`config.mk`:
```
export PLATFORM = sky130hd
export DESIGN_NAME = dac_frame_writer
export DESIGN_NICKNAME = d
export VERILOG_FILES = /design/src/rtl/dacfw_pkg.sv /design/src/rtl/dacfw_pack.sv /design/src/rtl/dacfw_gap_timer.sv /design/src/rtl/dac_frame_writer.sv
export SDC_FILE = /design/constraint.sdc
export NUM_CORES = 1
export LEC_CHECK = 0
export BUFFER_PORTS_ARGS = -buffer_cell sky130_fd_sc_hd__buf_2
export CORE_AREA = 3 3 53 55
export CTS_CLUSTER_DIAMETER = 50
export DETAILED_ROUTE_END_ITERATION = 6
export DIE_AREA = 0 0 56 58
export PLACE_DENSITY = 0.76
export SLEW_MARGIN = 20
export SYNTH_ARGS = -nofsm -noshare
export SYNTH_HDL_FRONTEND = slang
export SYNTH_SLANG_ARGS = --single-unit
```
`constraint.sdc`:
```
create_clock -name clk -period 4 [get_ports clk]
set_clock_uncertainty 0.15 [all_clocks]
set_input_delay 0.2 -clock clk [delete_from_list [all_inputs] [get_ports clk]]
set_output_delay 0.2 -clock clk [all_outputs]
set_load 0.02 [all_outputs]
```
`src/rtl/dacfw_pkg.sv`:
```
package dacfw_pkg;
    localparam int BYTE_W = 8;
    localparam int NIB_W  = BYTE_W / 2;

    typedef enum logic [3:0] {
        ST_IDLE,
        ST_GET_DATA,
        ST_GET_CHAN,
        ST_SYNC_SETUP,
        ST_SEND_HI,
        ST_WAIT_HI,
        ST_SEND_LO,
        ST_WAIT_LO,
        ST_GAP,
        ST_FINISH
    } dacfw_state_e;
endpackage

```
`src/rtl/dacfw_pack.sv`:
```
module dacfw_pack
    import dacfw_pkg::*;
#(
    parameter int CH_W = 2
) (
    input  logic [BYTE_W-1:0] value,
    input  logic [CH_W-1:0]   chan,
    output logic [BYTE_W-1:0] hi_byte,
    output logic [BYTE_W-1:0] lo_byte
);
    localparam int PAD_W = BYTE_W - CH_W - 1 - NIB_W;

    // channel on top, one padding bit, update flag, upper data nibble
    assign hi_byte = {chan, {PAD_W{1'b0}}, 1'b1, value[BYTE_W-1:NIB_W]};
    // lower data nibble left-justified
    assign lo_byte = {value[NIB_W-1:0], {NIB_W{1'b0}}};
endmodule

```
`src/rtl/dacfw_gap_timer.sv`:
```
module dacfw_gap_timer #(
    parameter int GAP_CYC = 1
) (
    input  logic clk,
    input  logic rst_n,
    input  logic run,
    output logic last
);
    localparam int GCW = (GAP_CYC > 1) ? $clog2(GAP_CYC) : 1;
    localparam logic [GCW-1:0] LAST_VAL = GCW'(GAP_CYC - 1);

    logic [GCW-1:0] cnt_q;

    always_ff @(posedge clk) begin
        if (!rst_n || !run) cnt_q <= '0;
        else if (cnt_q != LAST_VAL) cnt_q <= cnt_q + 1'b1;
    end

    assign last = run && (cnt_q == LAST_VAL);
endmodule

```
`src/rtl/dac_frame_writer.sv`:
```
module dac_frame_writer
    import dacfw_pkg::*;
#(
    parameter int CH_W    = 2,
    parameter int GAP_CYC = 1
) (
    input  logic              clk,
    input  logic              rst_n,
    input  logic              in_valid,
    output logic              in_ready,
    input  logic [BYTE_W-1:0] in_data,
    output logic              spi_req_valid,
    input  logic              spi_req_ready,
    output logic [BYTE_W-1:0] spi_req_byte,
    input  logic              spi_done,
    output logic              dac_sync_n,
    output logic              done
);
    dacfw_state_e state_q, state_d;
    logic [BYTE_W-1:0] remain_q;
    logic [BYTE_W-1:0] value_q;
    logic [CH_W-1:0]   chan_q;
    logic [BYTE_W-1:0] hi_byte, lo_byte;
    logic              gap_last;
    logic              take;

    assign take = in_valid && in_ready;

    dacfw_pack #(.CH_W(CH_W)) u_pack (
        .value   (value_q),
        .chan    (chan_q),
        .hi_byte (hi_byte),
        .lo_byte (lo_byte)
    );

    dacfw_gap_timer #(.GAP_CYC(GAP_CYC)) u_gap (
        .clk   (clk),
        .rst_n (rst_n),
        .run   (state_q == ST_GAP),
        .last  (gap_last)
    );

    // next-state selection
    always_comb begin
        state_d = state_q;
        unique case (state_q)
            ST_IDLE:       if (take) state_d = (in_data == '0) ? ST_FINISH : ST_GET_DATA;
            ST_GET_DATA:   if (take) state_d = ST_GET_CHAN;
            ST_GET_CHAN:   if (take) state_d = ST_SYNC_SETUP;
            ST_SYNC_SETUP: state_d = ST_SEND_HI;
            ST_SEND_HI:    if (spi_req_ready) state_d = ST_WAIT_HI;
            ST_WAIT_HI:    if (spi_done) state_d = ST_SEND_LO;
            ST_SEND_LO:    if (spi_req_ready) state_d = ST_WAIT_LO;
            ST_WAIT_LO:    if (spi_done) state_d = ST_GAP;
            ST_GAP:        if (gap_last) state_d = (remain_q == 1) ? ST_FINISH : ST_GET_DATA;
            ST_FINISH:     state_d = ST_IDLE;
        endcase
    end

    // state register and captured command fields
    always_ff @(posedge clk) begin
        if (!rst_n) begin
            state_q  <= ST_IDLE;
            remain_q <= '0;
            value_q  <= '0;
            chan_q   <= '0;
        end else begin
            state_q <= state_d;
            if (state_q == ST_IDLE && take)     remain_q <= in_data;
            if (state_q == ST_GAP && gap_last)  remain_q <= remain_q - 1'b1;
            if (state_q == ST_GET_DATA && take) value_q <= in_data;
            if (state_q == ST_GET_CHAN && take) chan_q <= in_data[CH_W-1:0];
        end
    end

    // outputs decoded from state
    always_comb begin
        in_ready      = 1'b0;
        spi_req_valid = 1'b0;
        spi_req_byte  = '0;
        dac_sync_n    = 1'b1;
        done          = 1'b0;
        unique case (state_q)
            ST_IDLE, ST_GET_DATA, ST_GET_CHAN: in_ready = 1'b1;
            ST_SYNC_SETUP: dac_sync_n = 1'b0;
            ST_SEND_HI: begin
                dac_sync_n    = 1'b0;
                spi_req_valid = 1'b1;
                spi_req_byte  = hi_byte;
            end
            ST_WAIT_HI: dac_sync_n = 1'b0;
            ST_SEND_LO: begin
                dac_sync_n    = 1'b0;
                spi_req_valid = 1'b1;
                spi_req_byte  = lo_byte;
            end
            ST_WAIT_LO: dac_sync_n = 1'b0;
            ST_GAP:     dac_sync_n = 1'b1;
            ST_FINISH:  done = 1'b1;
        endcase
    end

    a_r5_req_under_sync: assert property (@(posedge clk) disable iff (!rst_n)
        spi_req_valid |-> !dac_sync_n);

    a_r6_req_hold: assert property (@(posedge clk) disable iff (!rst_n)
        (spi_req_valid && !spi_req_ready) |=> (spi_req_valid && $stable(spi_req_byte)));

    a_r7_no_input_in_frame: assert property (@(posedge clk) disable iff (!rst_n)
        !dac_sync_n |-> !in_ready);

    a_r10_done_sync_high: assert property (@(posedge clk) disable iff (!rst_n)
        done |-> dac_sync_n);

    a_r10_done_single: assert property (@(posedge clk) disable iff (!rst_n)
        done |=> !done);
endmodule

```
==> flow_metrics.env <==
export IMPL_outcome="complete, no violations"
export IMPL_use_met2=0.306
export IMPL_drv_slew=0
export IMPL_max_cap_violations=0
export IMPL_required_ns=3.65
export IMPL_postCtsHoldBufs=0
export IMPL_htree_levels=1
export IMPL_die_h_um=58
export IMPL_ys_flop_type="dfxtp_1"
export IMPL_antenna_found_initial=0
export IMPL_port_buffers=24
export IMPL_syn_num_nets=150
export IMPL_fp_coreArea_um2=2430
export IMPL_insertion_delay_ns=0.32
export IMPL_drtIter0Drc=50
export IMPL_setup_viol_count_final=0
export IMPL_r2r_slack_ns=2.07
export IMPL_syn_area_um2=1270
export IMPL_cts_tree="built"
export IMPL_first_pass_iters=4
export IMPL_slew_headroom=0.636
export IMPL_cts_root_buf="clkbuf_4"
export IMPL_fillers=216
export IMPL_pwr_density_cell_nw_per_um2=358
export IMPL_finalWeightedCongestion=0.781
export IMPL_cp_start_kind="flop"
export IMPL_worst_pin_slew_ns=0.546
export IMPL_synth_edf_count=0
export IMPL_cts_sinks=23
export IMPL_antenna_left=0
export IMPL_period_share=0.538
export IMPL_ys_types=45
export IMPL_core_rowCount=18
export IMPL_dieArea_um2=3250
export IMPL_vias_per_cell=5.88
export IMPL_fin_area_um2=1410
export IMPL_postSynthAreaPerCell_um2=9.42
export IMPL_endpoint_kind="primary output"
export IMPL_path_depth=5
export IMPL_final_cells=186
export IMPL_layout_drive_gt1_share=0.224
export IMPL_path_clk_slew_ns=0.13
export IMPL_hpwl_mm=1.99
export IMPL_yosysSeqAreaShare=0.362
export IMPL_finalHoldViolCount=0
export IMPL_ioPinCount=25
export IMPL_netlist_instances=135
export IMPL_fin_crit_ns=2.15
export IMPL_max_stage_delay_ns=0.45
export IMPL_cts_buffers=3
export IMPL_cp_cell_sequence="nor2_1 > nand2_1 > nor2_1 > and2_1 > buf_2"
export IMPL_overflow=0
export IMPL_areaGrowthSynthToFinish_pct=10.9
export IMPL_initial_core_util=0.523
export IMPL_antenna_cells=0
export IMPL_path_buf_inv=1
export IMPL_busiest_layer="met2"
export IMPL_cts_resized=0
export IMPL_cp_top_family="simple AND/OR/NAND/NOR gates"
export IMPL_regArea_um2=460
export IMPL_cts_path_max_buffers=2
export IMPL_vias=1093
export IMPL_fmax_mhz=465
export IMPL_peakVddDrop_mv=0.248
export IMPL_critPathKind="flop to primary output"
export IMPL_p_leak_nw=0.626
export IMPL_drc=0
export IMPL_multi_input_area_um2=746
export IMPL_detail_route_wl_per_cell_um=14.5
export IMPL_whs_path_depth=3
export IMPL_grt_first_pass_wirelength_mm=4.75
export IMPL_cp_max_fo=10
export IMPL_rsz0062_at_grt="false"
export IMPL_yosys_warnings=0
export IMPL_dp_cells=182
export IMPL_met3_usage=0.0356
export IMPL_reg2reg_depth=4
export IMPL_use_met1=0.222
export IMPL_arrival_ns=1.80
export IMPL_grt_usage=0.185
export IMPL_critPathSlowestCell="dfxtp_1"
export IMPL_synthArstFlopShare=0
export IMPL_crit_top_cell="nor2_1"
export IMPL_grt_start_max_net_pins=23
export IMPL_hold_path_class="input port to flop"
export IMPL_nNetsFinal=172
export IMPL_cts_setup_buffers=0
export IMPL_ys_ff_latch=23
export IMPL_routed_wl_mm=2.69
export IMPL_place_area_um2=1380
export IMPL_finalSetupTns_ns=0
export IMPL_die_w_um=56
export IMPL_grt_pass1_vias=1081
-- where the power goes --
part	switching [mW]	internal (mW)
logic	0.0645	0.0577
registers	0.0261	0.248
clock network	0.0714	0.0375
-- state kept, by name, summed over array words and instances, names as in the netlist --
| register | cells |
|---|---|
| remain_q | 8 |
| u_gap.cnt_q | 1 |
| chan_q | 2 |
| value_q | 8 |
| state_q | 4 |
-- layer usage --
metal  share of wire  wire [um]  up-vias
li1                -          -      540
met1            0.44       1180      510
met2            0.47       1280       31
met3           0.051        136       12
met4           0.035         94        0
met5               0          0        -
-- cells by family after synthesis --
| group | count (synthesis) | synth area share |
|---|---|---|
| other | 1 | 0.00295 |
| adders and majority gates | 2 | 0.0197 |
| and+or+nand+nor | 52 | 0.264 |
| DFF | 23 | 0.362 |
| buffers and inverters | 12 | 0.0512 |
| muxes | 14 | 0.111 |
| xor gates and xnor gates | 2 | 0.0138 |
| AOI/OAI and AO/OA | 29 | 0.175 |
-- cell usage in the layout, fill, tap and decap left out, drive strengths merged, types with 2 or more instances in the layout --
cell type	n
a22oi	2
nor4	2
a211oi	2
nand3	7
o311ai	2
nand2	2
clkbuf	3
ha	2
xnor2	2
a32oi	3
inv	5
nor2b	12
dfxtp	23
a2bb2oi	4
and3	4
and2	5
buf	24
nor3	3
a21oi	3
a21boi	6
o211ai	3
mux2i	13
nor2	7
-- cells in the mapped netlist, types with 2 or more instances --
master | instances | area [um^2]
dfxtp_1 | 23 | 460
a2bb2oi_1 | 4 | 35.0
nor2b_1 | 12 | 75.1
a21oi_1 | 3 | 15.0
nand2_1 | 2 | 7.51
inv_1 | 5 | 18.8
ha_1 | 2 | 25.0
a21boi_1 | 5 | 37.5
and3_1 | 4 | 25.0
nand3_1 | 6 | 30.0
and2_1 | 5 | 31.3
a211oi_1 | 2 | 15.0
buf_6 | 2 | 22.5
nor2_1 | 6 | 22.5
nor4_1 | 2 | 12.5
mux2i_1 | 13 | 130
a32oi_1 | 3 | 26.3
o211ai_1 | 3 | 22.5
xnor2_1 | 2 | 17.5
clkbuf_1 | 3 | 11.3
o311ai_1 | 2 | 17.5
nor3_1 | 2 | 10.0
a22oi_1 | 2 | 15.0
-- layout make-up --
| class | count | share of cell area |
|---|---|---|
| clock buffer | 3 | 0.0160 |
| clock inverter | 1 | 0.00355 |
| sequential | 23 | 0.327 |
| timing repair buffer | 24 | 0.0852 |
| inverter | 5 | 0.0133 |
| tap | 30 | 0.0266 |
| multi-input combinational | 100 | 0.529 |
-- path summary, 6_finish.rpt --
check / endpoint / startpoint
worst max-delay path: spi_req_byte[1] / state_q[0]
worst min-delay path: value_q[3] / in_data[3]
worst max register to register: remain_q[0] / state_q[1]
worst min register to register: remain_q[5] / remain_q[5]
-- worst register-to-register path, stage by stage, from the launching register on --
cell,delay (ns)
dfxtp_1,0.69
nor2_2,0.16
and3_1,0.31
or3_1,0.36
and3_1,0.16
-- stage by stage --
step | setup WS (ns) | utilization | hold slack (ns) | total power, mW
CTS | 1.88 | 0.580 | 0.0321 | 0.509
global placement | 2.16 | 0.568 | 0.325 | 0.395
finish | 1.85 | 0.580 | 0.0343 | 0.505
detailed placement | 2.10 | 0.568 | 0.334 | 0.399
global route | 1.71 | 0.580 | 0.0272 | 0.537
floorplan | 2.43 | - | 0.206 | 0.374
Note: power is estimated with default switching activity, not from simulation.
